==> src/rtl/iort_pkg.sv <==
package iort_pkg;

  localparam int DESC_W = 64;
  localparam int ID_W   = 3;

  typedef logic [DESC_W-1:0] desc_t;

  // Reset image of a base/mask slot: base all ones, mask zero => never equal
  localparam desc_t BM_RESET = {24'h0, 20'hFFFFF, 20'h0};

  function automatic logic bm_match(desc_t d, logic [31:0] a, logic spc);
    logic [19:0] masked;
    masked = a[31:12] & d[19:0];
    return (masked == d[39:20]) && (spc == d[60]);
  endfunction

  function automatic logic hl_match(desc_t d, logic [31:0] a, logic wr);
    logic [15:0] en;
    en = wr ? d[47:32] : d[31:16];
    return (a[31:18] == d[13:0]) && en[a[17:14]];
  endfunction

  function automatic logic [ID_W-1:0] dest_of(desc_t d);
    return d[63:61];
  endfunction

endpackage

==> src/rtl/iort_desc_bank.sv <==
module iort_desc_bank #(
  parameter int NUM_BM = 2,
  parameter int NUM_HL = 2,
  localparam int NUM   = NUM_BM + NUM_HL,
  localparam int SEL_W = (NUM > 1) ? $clog2(NUM) : 1
) (
  input  logic                       clk,
  input  logic                       rst_n,
  input  logic                       cfg_we,
  input  logic [SEL_W-1:0]           cfg_sel,
  input  iort_pkg::desc_t            cfg_wdata,
  output iort_pkg::desc_t [NUM-1:0]  descs
);

  for (genvar i = 0; i < NUM; i++) begin : g_slot
    localparam iort_pkg::desc_t RST = (i < NUM_BM) ? iort_pkg::BM_RESET : '0;
    iort_pkg::desc_t slot_q;
    logic            slot_wr;
    assign slot_wr = cfg_we && (cfg_sel == SEL_W'(i));

    always_ff @(posedge clk or negedge rst_n) begin
      if (!rst_n)       slot_q <= RST;
      else if (slot_wr) slot_q <= cfg_wdata;
    end
    assign descs[i] = slot_q;
  end

endmodule

==> src/rtl/iort_bm_match.sv <==
module iort_bm_match #(
  parameter int N = 2
) (
  input  iort_pkg::desc_t [N-1:0]                  descs,
  input  logic [31:0]                              addr,
  input  logic                                     spc,
  output logic [N-1:0]                             hit,
  output logic [N-1:0][iort_pkg::ID_W-1:0]         dest
);

  for (genvar i = 0; i < N; i++) begin : g_bm
    assign hit[i]  = iort_pkg::bm_match(descs[i], addr, spc);
    assign dest[i] = iort_pkg::dest_of(descs[i]);
    logic unused_fill;
    assign unused_fill = ^descs[i][59:40];
  end

  logic unused_low;
  assign unused_low = ^addr[11:0];

endmodule

==> src/rtl/iort_hl_match.sv <==
module iort_hl_match #(
  parameter int N = 2
) (
  input  iort_pkg::desc_t [N-1:0]                  descs,
  input  logic [31:0]                              addr,
  input  logic                                     wr,
  output logic [N-1:0]                             hit,
  output logic [N-1:0][iort_pkg::ID_W-1:0]         dest
);

  for (genvar i = 0; i < N; i++) begin : g_hl
    assign hit[i]  = iort_pkg::hl_match(descs[i], addr, wr);
    assign dest[i] = iort_pkg::dest_of(descs[i]);
    logic unused_fill;
    assign unused_fill = ^{descs[i][60:48], descs[i][15:14]};
  end

  logic unused_low;
  assign unused_low = ^addr[13:0];

endmodule

==> src/rtl/iort_pick.sv <==
module iort_pick #(
  parameter int N = 4,
  localparam int SEL_W = (N > 1) ? $clog2(N) : 1
) (
  input  logic [N-1:0]                       hits,
  input  logic [N-1:0][iort_pkg::ID_W-1:0]   dests,
  output logic                               any,
  output logic                               multi,
  output logic [SEL_W-1:0]                   idx,
  output logic [iort_pkg::ID_W-1:0]          dest
);

  int cnt;

  always_comb begin
    idx = '0;
    any = 1'b0;
    cnt = 0;
    for (int i = 0; i < N; i++) begin
      if (hits[i]) begin
        cnt = cnt + 1;
        if (!any) begin
          any = 1'b1;
          idx = SEL_W'(i);
        end
      end
    end
    multi = (cnt > 1);
  end

  assign dest = dests[idx];

endmodule

==> src/rtl/io_route_core.sv <==
module io_route_core #(
  parameter int                          NUM_BM = 2,
  parameter int                          NUM_HL = 2,
  parameter logic [iort_pkg::ID_W-1:0]   SUB_ID = 3'd7,
  localparam int NUM   = NUM_BM + NUM_HL,
  localparam int SEL_W = (NUM > 1) ? $clog2(NUM) : 1
) (
  input  logic                       clk,
  input  logic                       rst_n,
  input  logic                       cfg_we,
  input  logic [SEL_W-1:0]           cfg_sel,
  input  logic [63:0]                cfg_wdata,
  input  logic                       req_valid,
  input  logic [31:0]                req_addr,
  input  logic                       req_write,
  input  logic                       req_spc,
  output logic                       rsp_valid,
  output logic [iort_pkg::ID_W-1:0]  rsp_dest,
  output logic [31:0]                rsp_addr,
  output logic                       rsp_subtr,
  output logic                       rsp_multi
);

  iort_pkg::desc_t [NUM-1:0]                 descs;
  logic [NUM_BM-1:0]                         bm_hit;
  logic [NUM_BM-1:0][iort_pkg::ID_W-1:0]     bm_dest;
  logic [NUM_HL-1:0]                         hl_hit;
  logic [NUM_HL-1:0][iort_pkg::ID_W-1:0]     hl_dest;
  logic [NUM-1:0]                            hit_all;
  logic [NUM-1:0][iort_pkg::ID_W-1:0]        dest_all;
  logic                                      pick_any;
  logic                                      pick_multi;
  logic [SEL_W-1:0]                          pick_idx;
  logic [iort_pkg::ID_W-1:0]                 pick_dest;
  logic [iort_pkg::ID_W-1:0]                 route_dest;

  iort_desc_bank #(.NUM_BM(NUM_BM), .NUM_HL(NUM_HL)) u_bank (
    .clk(clk), .rst_n(rst_n), .cfg_we(cfg_we), .cfg_sel(cfg_sel),
    .cfg_wdata(cfg_wdata), .descs(descs)
  );

  iort_bm_match #(.N(NUM_BM)) u_bm (
    .descs(descs[NUM_BM-1:0]), .addr(req_addr), .spc(req_spc),
    .hit(bm_hit), .dest(bm_dest)
  );

  iort_hl_match #(.N(NUM_HL)) u_hl (
    .descs(descs[NUM-1:NUM_BM]), .addr(req_addr), .wr(req_write),
    .hit(hl_hit), .dest(hl_dest)
  );

  // base/mask slots take the low indices, so they win ties
  assign hit_all  = {hl_hit, bm_hit};
  assign dest_all = {hl_dest, bm_dest};

  iort_pick #(.N(NUM)) u_pick (
    .hits(hit_all), .dests(dest_all), .any(pick_any), .multi(pick_multi),
    .idx(pick_idx), .dest(pick_dest)
  );

  assign route_dest = pick_any ? pick_dest : SUB_ID;

  always_ff @(posedge clk or negedge rst_n) begin
    if (!rst_n) begin
      rsp_valid <= 1'b0;
      rsp_dest  <= '0;
      rsp_addr  <= '0;
      rsp_subtr <= 1'b0;
      rsp_multi <= 1'b0;
    end else begin
      rsp_valid <= req_valid;
      if (req_valid) begin
        rsp_dest  <= route_dest;
        rsp_addr  <= req_addr;
        rsp_subtr <= !pick_any;
        rsp_multi <= pick_multi;
      end
    end
  end

  // ---------------- assertions ----------------
  AST_ADDR_PASS: assert property (@(posedge clk) disable iff (!rst_n)
    rsp_valid |-> rsp_addr == $past(req_addr));

  AST_SUB_ID: assert property (@(posedge clk) disable iff (!rst_n)
    (rsp_valid && rsp_subtr) |-> rsp_dest == SUB_ID);

  AST_MISS_SUBTR: assert property (@(posedge clk) disable iff (!rst_n)
    (req_valid && !pick_any) |=> rsp_subtr);

  AST_PICK_HIT: assert property (@(posedge clk) disable iff (!rst_n)
    pick_any |-> hit_all[pick_idx]);

  AST_MULTI_NOT_SUB: assert property (@(posedge clk) disable iff (!rst_n)
    rsp_multi |-> !rsp_subtr);

  AST_VALID_NEXT: assert property (@(posedge clk) disable iff (!rst_n)
    req_valid |=> rsp_valid);

  AST_IDLE_NEXT: assert property (@(posedge clk) disable iff (!rst_n)
    !req_valid |=> !rsp_valid);

  for (genvar k = 0; k < NUM_BM; k++) begin : g_spc_chk
    AST_SPC_MATCH: assert property (@(posedge clk) disable iff (!rst_n)
      bm_hit[k] |-> req_spc == descs[k][60]);
  end

endmodule

==> config.mk <==
export PLATFORM = sky130hd
export DESIGN_NAME = io_route_core
export DESIGN_NICKNAME = d
export VERILOG_FILES = /design/src/rtl/iort_pkg.sv /design/src/rtl/iort_desc_bank.sv /design/src/rtl/iort_bm_match.sv /design/src/rtl/iort_hl_match.sv /design/src/rtl/iort_pick.sv /design/src/rtl/io_route_core.sv
export SDC_FILE = /design/constraint.sdc
export NUM_CORES = 1
export LEC_CHECK = 0
export ABC_AREA = 0
export BUFFER_PORTS_ARGS = -buffer_cell sky130_fd_sc_hd__buf_2
export CORE_MARGIN = 1
export CORE_UTILIZATION = 40
export DETAILED_ROUTE_END_ITERATION = 6
export PLACE_DENSITY_LB_ADDON = 0.15
export REMOVE_ABC_BUFFERS = 1
export SLEW_MARGIN = 15
export SYNTH_ARGS = -nofsm -noshare
export SYNTH_HDL_FRONTEND = slang
export SYNTH_SLANG_ARGS = --single-unit
==> constraint.sdc <==
create_clock -name clk -period 2.5 [get_ports clk]
set_clock_uncertainty 0.2 [all_clocks]
set_input_delay 0.25 -clock clk [delete_from_list [all_inputs] [get_ports clk]]
set_output_delay 0.25 -clock clk [all_outputs]
set_load 0.005 [all_outputs]
# After elaboration in Yosys (flattened, before gate mapping)
# Index checks and enable logic that the tools add are counted.
# classes
add_sub_neg	3
bitwise	2
eq_ne	9
magnitude_cmp	3
n_reduce_logical	10
mux	23
# ops
operator	n
$mux 32	3
$add 32x2->32 const B	2
$and 20x20->20	2
$eq 20x20->1	2
$gt 32x2->1 const B	1
$mux 16	2
$eq 14x14->1	2
$mux 2	5
$bmux 1 s4	2
$logic_and 1x1->1	8
$mux 1	8
$bmux 3 s2	1
$mux 3	2
$lt 4x5->1 const B	1
$eq 2x2->1 const B	2
$lt 2x3->1 const B	1
$add 1x1->2 const B	1
$eq 1x1->1	2
$eq 2x1->1 const B	1
$logic_not 2->1	1
$logic_not 1->1	1
# totals
register_bits	294
inputBits	104
out_inout_bits	38

# Depth between registers and ports, before layout
# depth
ltp_word	13
ltp_mapped	13
ltp_nobuf	12

# Cells and area by module
# A second synthesis with hierarchy kept.
# hier_totals
hier_cells	867
hier_area_um2	13068.8
# modules_own_cells
module	instances	area_per_inst_um2	cells_per_inst	seq_area_each_um2
iort_desc_bank	1	9631.7	543	6456.2
io_route_core	1	1421.4	85	950.9
iort_hl_match	1	978.4	91	0.0
iort_bm_match	1	760.7	112	0.0
iort_pick	1	276.5	36	0.0

# Worst setup path before layout
# No wires, ideal clock.
# synth_path
path_type	input to register
from	input req_addr[16]
to	register rsp_dest[2] (netlist bit)
stages	12
required_time_ns	2.177
arrival_ns	2.375
path_buffers	1
setup_slack_ns	-0.198
cell_sequence	clkbuf_1 > nand2_1 > xor2_1 > nand4_1 > nor4_1 > and4_1 > inv_1 > ha_1 > inv_1 > o31a_4 > mux2_4 > o221a_1
# synth_via
elab_chain_len	13
word_cells_on_any_way	25
classes_between	2 x eq/ne; 17 x mux; 2 x bitwise; 4 x reduce/logical
# synth_lines
element	line	text
start: declaration	io_route_core.sv:14	input logic [31:0] req_addr,
$and 20x20->20	iort_pkg.sv:13	masked = a[31:12] & d[19:0];
$eq 20x20->1	iort_pkg.sv:14	return (masked == d[39:20]) && (spc == d[60]);
$logic_and 1x1->1	iort_pkg.sv:14	
$mux 1	iort_pick.sv:20	if (hits[i]) begin
$mux 1	iort_pick.sv:22	if (!any) begin
$mux 2	iort_pick.sv:20	
$mux 2	iort_pick.sv:22	
$mux 2	iort_pick.sv:20	
$mux 2	iort_pick.sv:22	
$mux 2	iort_pick.sv:20	
$bmux 3 s2	iort_pick.sv:31	assign dest = dests[idx];
$mux 3 (implied by the code)	iort_pick.sv:31	
$mux 3 *	io_route_core.sv:61	assign route_dest = pick_any ? pick_dest : SUB_ID;
end signal: assignment	io_route_core.sv:73	rsp_dest <= route_dest;
end: declaration	io_route_core.sv:18	output logic [iort_pkg::ID_W-1:0] rsp_dest,
# Mark *: on every way between the ends. The rest lies on a longest branch, timed or not. The select of a mux whose other input is x is not followed.
# A chain may end at the register's enable or synchronous reset.

# Worst setup path in the final report
# layout_path
from	register u_bank.g_slot[3].slot_q[13]
to	register rsp_dest[0] (netlist bit)
# layout_via
elab_chain_len	6
word_cells_on_any_way	7
classes_between	1 x eq/ne; 5 x mux; 1 x reduce/logical
# layout_lines
element	line	text
start: declaration	iort_desc_bank.sv:17	iort_pkg::desc_t slot_q;
start signal: assignment	iort_desc_bank.sv:23	else if (slot_wr) slot_q <= cfg_wdata;
$eq 14x14->1 *	iort_pkg.sv:20	return (a[31:18] == d[13:0]) && en[a[17:14]];
$logic_and 1x1->1 *	iort_pkg.sv:20	
$mux 2	iort_pick.sv:20	
$bmux 3 s2	iort_pick.sv:31	
$mux 3 (implied by the code)	iort_pick.sv:31	
$mux 3 *	io_route_core.sv:61	
# Marks and branches as above.

==> qor.yml <==
status: "complete, but fails checks"
violations: "negative setup slack"
drt_drc_violations_left: 0
path_cells: "xor2_1, nor4_1, buf_4, nand4_1, or4_4, buf_4, nor3_1, o221ai_1, o221a_1"
slew_headroom_pct: 60.2
synth_fa_ha_area_share_pct: 0.616
p_seq_share_pct: 46.4
min_path_type: "in2reg"
synth_ff_type: "dfrtp_1"
antenna_found_initial: 1
wl_um: 25800
dieWidth_um: 161
cts_root_buf: "clkbuf_16"
slowest_stage: "or4_4"
htreeDepth: 1
synthToLayoutAreaGrowth_pct: 31.8
setup_violations: 4
yosys.area_share.simple_pct: 4.42
synth.area.mux_share_pct: 28.4
cts_buffers: 26
cpMostUsedCell: "buf_4"
start_kind: "flop"
period_share_pct: 115
r2r_start: "u_bank.g_slot[3].slot_q[13]"
drtIter0Drc: 264
cp.required_ps: 2710
combPwrFrac_pct: 16.5
syn-instance-count: 718
die_y_um: 161
internal_power_mw: 7.54
fin_cells: 1328
crit_arrival_ps: 3080
grt_max_degree: 74
coreArea_um2: 24600
placed_area_um2: 11600
r2r-end: "rsp_dest[0]"
fp.dieArea_um2: 26000
first_pass_iters: 4
io_buffers: 129
power_density_nw_per_um2: 759
place_ws_ps: -502
synth_cell_type_count: 47
design_area_um2: 13400
reg2reg_depth: 9
rsz0062_at_grt: "yes"
vias: 6669
switchingPower_mw: 2.61
pin_count: 142
synth_most_common_cell: "mux2_1"
grt_pass1_vias: 7319
max_stage_delay_ps: 580
finalCriticalPeriod_ps: 2870
nets: 1093
place.gp.congestion: 0.841
fin_tns_setup_ps: -1350
setup_ws_ps: -374
num_antenna_cells: 0
synth.top_cell.area_share_pct: 45.4
yosys_warnings: 0
clockBufferDepth: 3
report.power.total_mw: 10.2
slew_viol_final: 0
finalHoldViolCount: 0
worstHoldPathCells: 3
grt_pass1_wl_um: 41100
drive_gt1_share_pct: 32.9
max_freq_ghz: 0.348
clkTransAtPathRegs_ps: 60
synth_top_family_by_area: "multiplexers"
synth_xor_area_share_pct: 6.04
synth-compound-area-share_pct: 2.75
cp-end-kind: "flop"
insertion_delay_ps: 520
grt_util_all_layers_pct: 20.5
yosys-top-cells-count: "mux2_1 (185), dfrtp_1 (184), nand2_1 (47)"
maxCapViolCount: 0
row_count: 57
clock-sinks: 224
synth_seq_area_share_pct: 55.7
overflow: 0
hold_path_end: "rsp_addr[25]"
yosys.area.top_type: "dfrtp_1"
synth_seq_cells: 224
hpwl_um: 18100
cts_tree: "done"
rrSetupSlack_ps: -370
worstPathMaxFanout: 10
viasPerCell: 5.02
syn_avg_cell_area_um2: 14.1
criticalPathCategory: "reg2reg"
ir_drop_v: 0.000529
swShare_pct: 25.7
leakagePower_nw: 5.89
synth_edf_count: 0
ant_nets: 0
dp_cells: 1197
ys_top_cells_by_area: "dfrtp_1 (45%), mux2_1 (21%), dfstp_2 (10%)"
async_flop_share_pct: 100
synth_area_um2: 10200
clockPowerShare_pct: 37.0
min_from: "req_addr[25]"
tightest_slew_ps: 597
initial_core_util_pct: 41.3
post_drt_wl_per_cell_um: 19.4
worstSetupStartpoint: "u_bank.g_slot[3].slot_q[13]"
[logic make-up after synthesis]
| group | after synthesis |
|---|---|
| multiplexers | 250 |
| XOR/XNOR | 70 |
| adder cells (fa/ha/maj) | 5 |
| flip-flops | 224 |
| buffers and inverters | 43 |
| AND/OR/NAND/NOR | 92 |
| AO/OA/AOI/OAI | 34 |
[placed cells by master (no fill, tap or decap), types with 3 or more instances in the layout]
master / synthesis / layout
xor2_1: 46 / 39
nand4_1: 11 / 11
clkbuf_1: 12 / 7
clkinv_2: 0 / 6
nand3b_1: 4 / 4
a211o_1: 3 / 3
dfrtp_1: 184 / 184
dlygate4sd3_1: 0 / 82
mux4_1: 4 / 4
nand2_1: 47 / 47
mux2_4: 3 / 3
nor4_1: 6 / 5
buf_12: 2 / 10
mux2i_1: 19 / 18
xor2_2: 0 / 7
a22oi_1: 8 / 8
inv_1: 11 / 10
nor2_1: 9 / 9
ha_1: 5 / 3
clkbuf_16: 0 / 27
mux2_1: 185 / 185
mux2_2: 37 / 37
buf_2: 4 / 128
dfstp_2: 40 / 40
o221ai_1: 4 / 3
o31ai_1: 3 / 3
clkbuf_8: 0 / 7
buf_4: 0 / 48
xnor2_1: 24 / 24
o221a_1: 4 / 4
[critical path: cells and delay by family (launching register included)]
kind                   cells  cell delay [ps]
AND/OR/NAND/NOR            4             1340
AO/OA/AOI/OAI              2              330
flip-flops                 1              390
buffers and inverters      2              360
XOR/XNOR                   1              150
[timing repair]
| action | CTS | global route |
|---|---|---|
| setup buffers | 1 | 0 |
| hold endpoints to repair | 363 | 0 |
| pin swaps | 2 | 8 |
| gates resized for setup | 4 | 11 |
| hold buffers | 82 | 0 |
| endpoints found under the setup margin | 5 | 5 |
[power by group through the flow]
stage	Clock, mW	Combinational (mW)	Sequential, mW
finish	3.76	1.68	4.72
global route	4.00	1.85	4.80
CTS	3.85	1.69	4.72
detailed placement	0	1.58	4.77
global placement	0	1.53	4.74
floorplan	0	0.934	4.66
[stage by stage]
stage	util [%]	hold slack [ps]
5_1_grt	54.4	29.9
3_3_place_gp	47.2	47.6
3_5_place_dp	47.2	62.9
6_report	54.4	40.2
4_1_cts	54.2	18.1
2_1_floorplan	-	-246
[routing by layer]
layer	vias to the layer above	share of wire, %	global-route usage (%)
li1	3083	-	-
met1	3407	46	28.7
met2	141	48	33.5
met3	38	3.8	2.57
met4	0	2.1	5.45
met5	-	0	0
[worst max path at each step]
stage | end | slack, ps
final | rsp_dest[0] | -370
after global routing | rsp_dest[0] | -510
after CTS | rsp_dest[2] | -380
after detailed placement | rsp_dest[1] | -500
after global placement | rsp_dest[2] | -490
after floorplan | u_bank.g_slot[0].slot_q[60] | -1980
[registers in the layout, indices dropped and copies added, names as in the netlist]
register              cells
u_bank.g_slot.slot_q    186
rsp_addr                 32
rsp_dest                  3
rsp_multi                 1
rsp_subtr                 1
rsp_valid                 1
[area by class of cell]
type	count	area, um^2
multi-input cells	451	4380
flip-flops and latches	224	5660
clock buffers	41	798
fillers	2126	11200
inverters	12	45.0
repair buffers	269	2040
well taps	324	405
clock inverters	7	60.1
(Power assumes the default switching activity.)
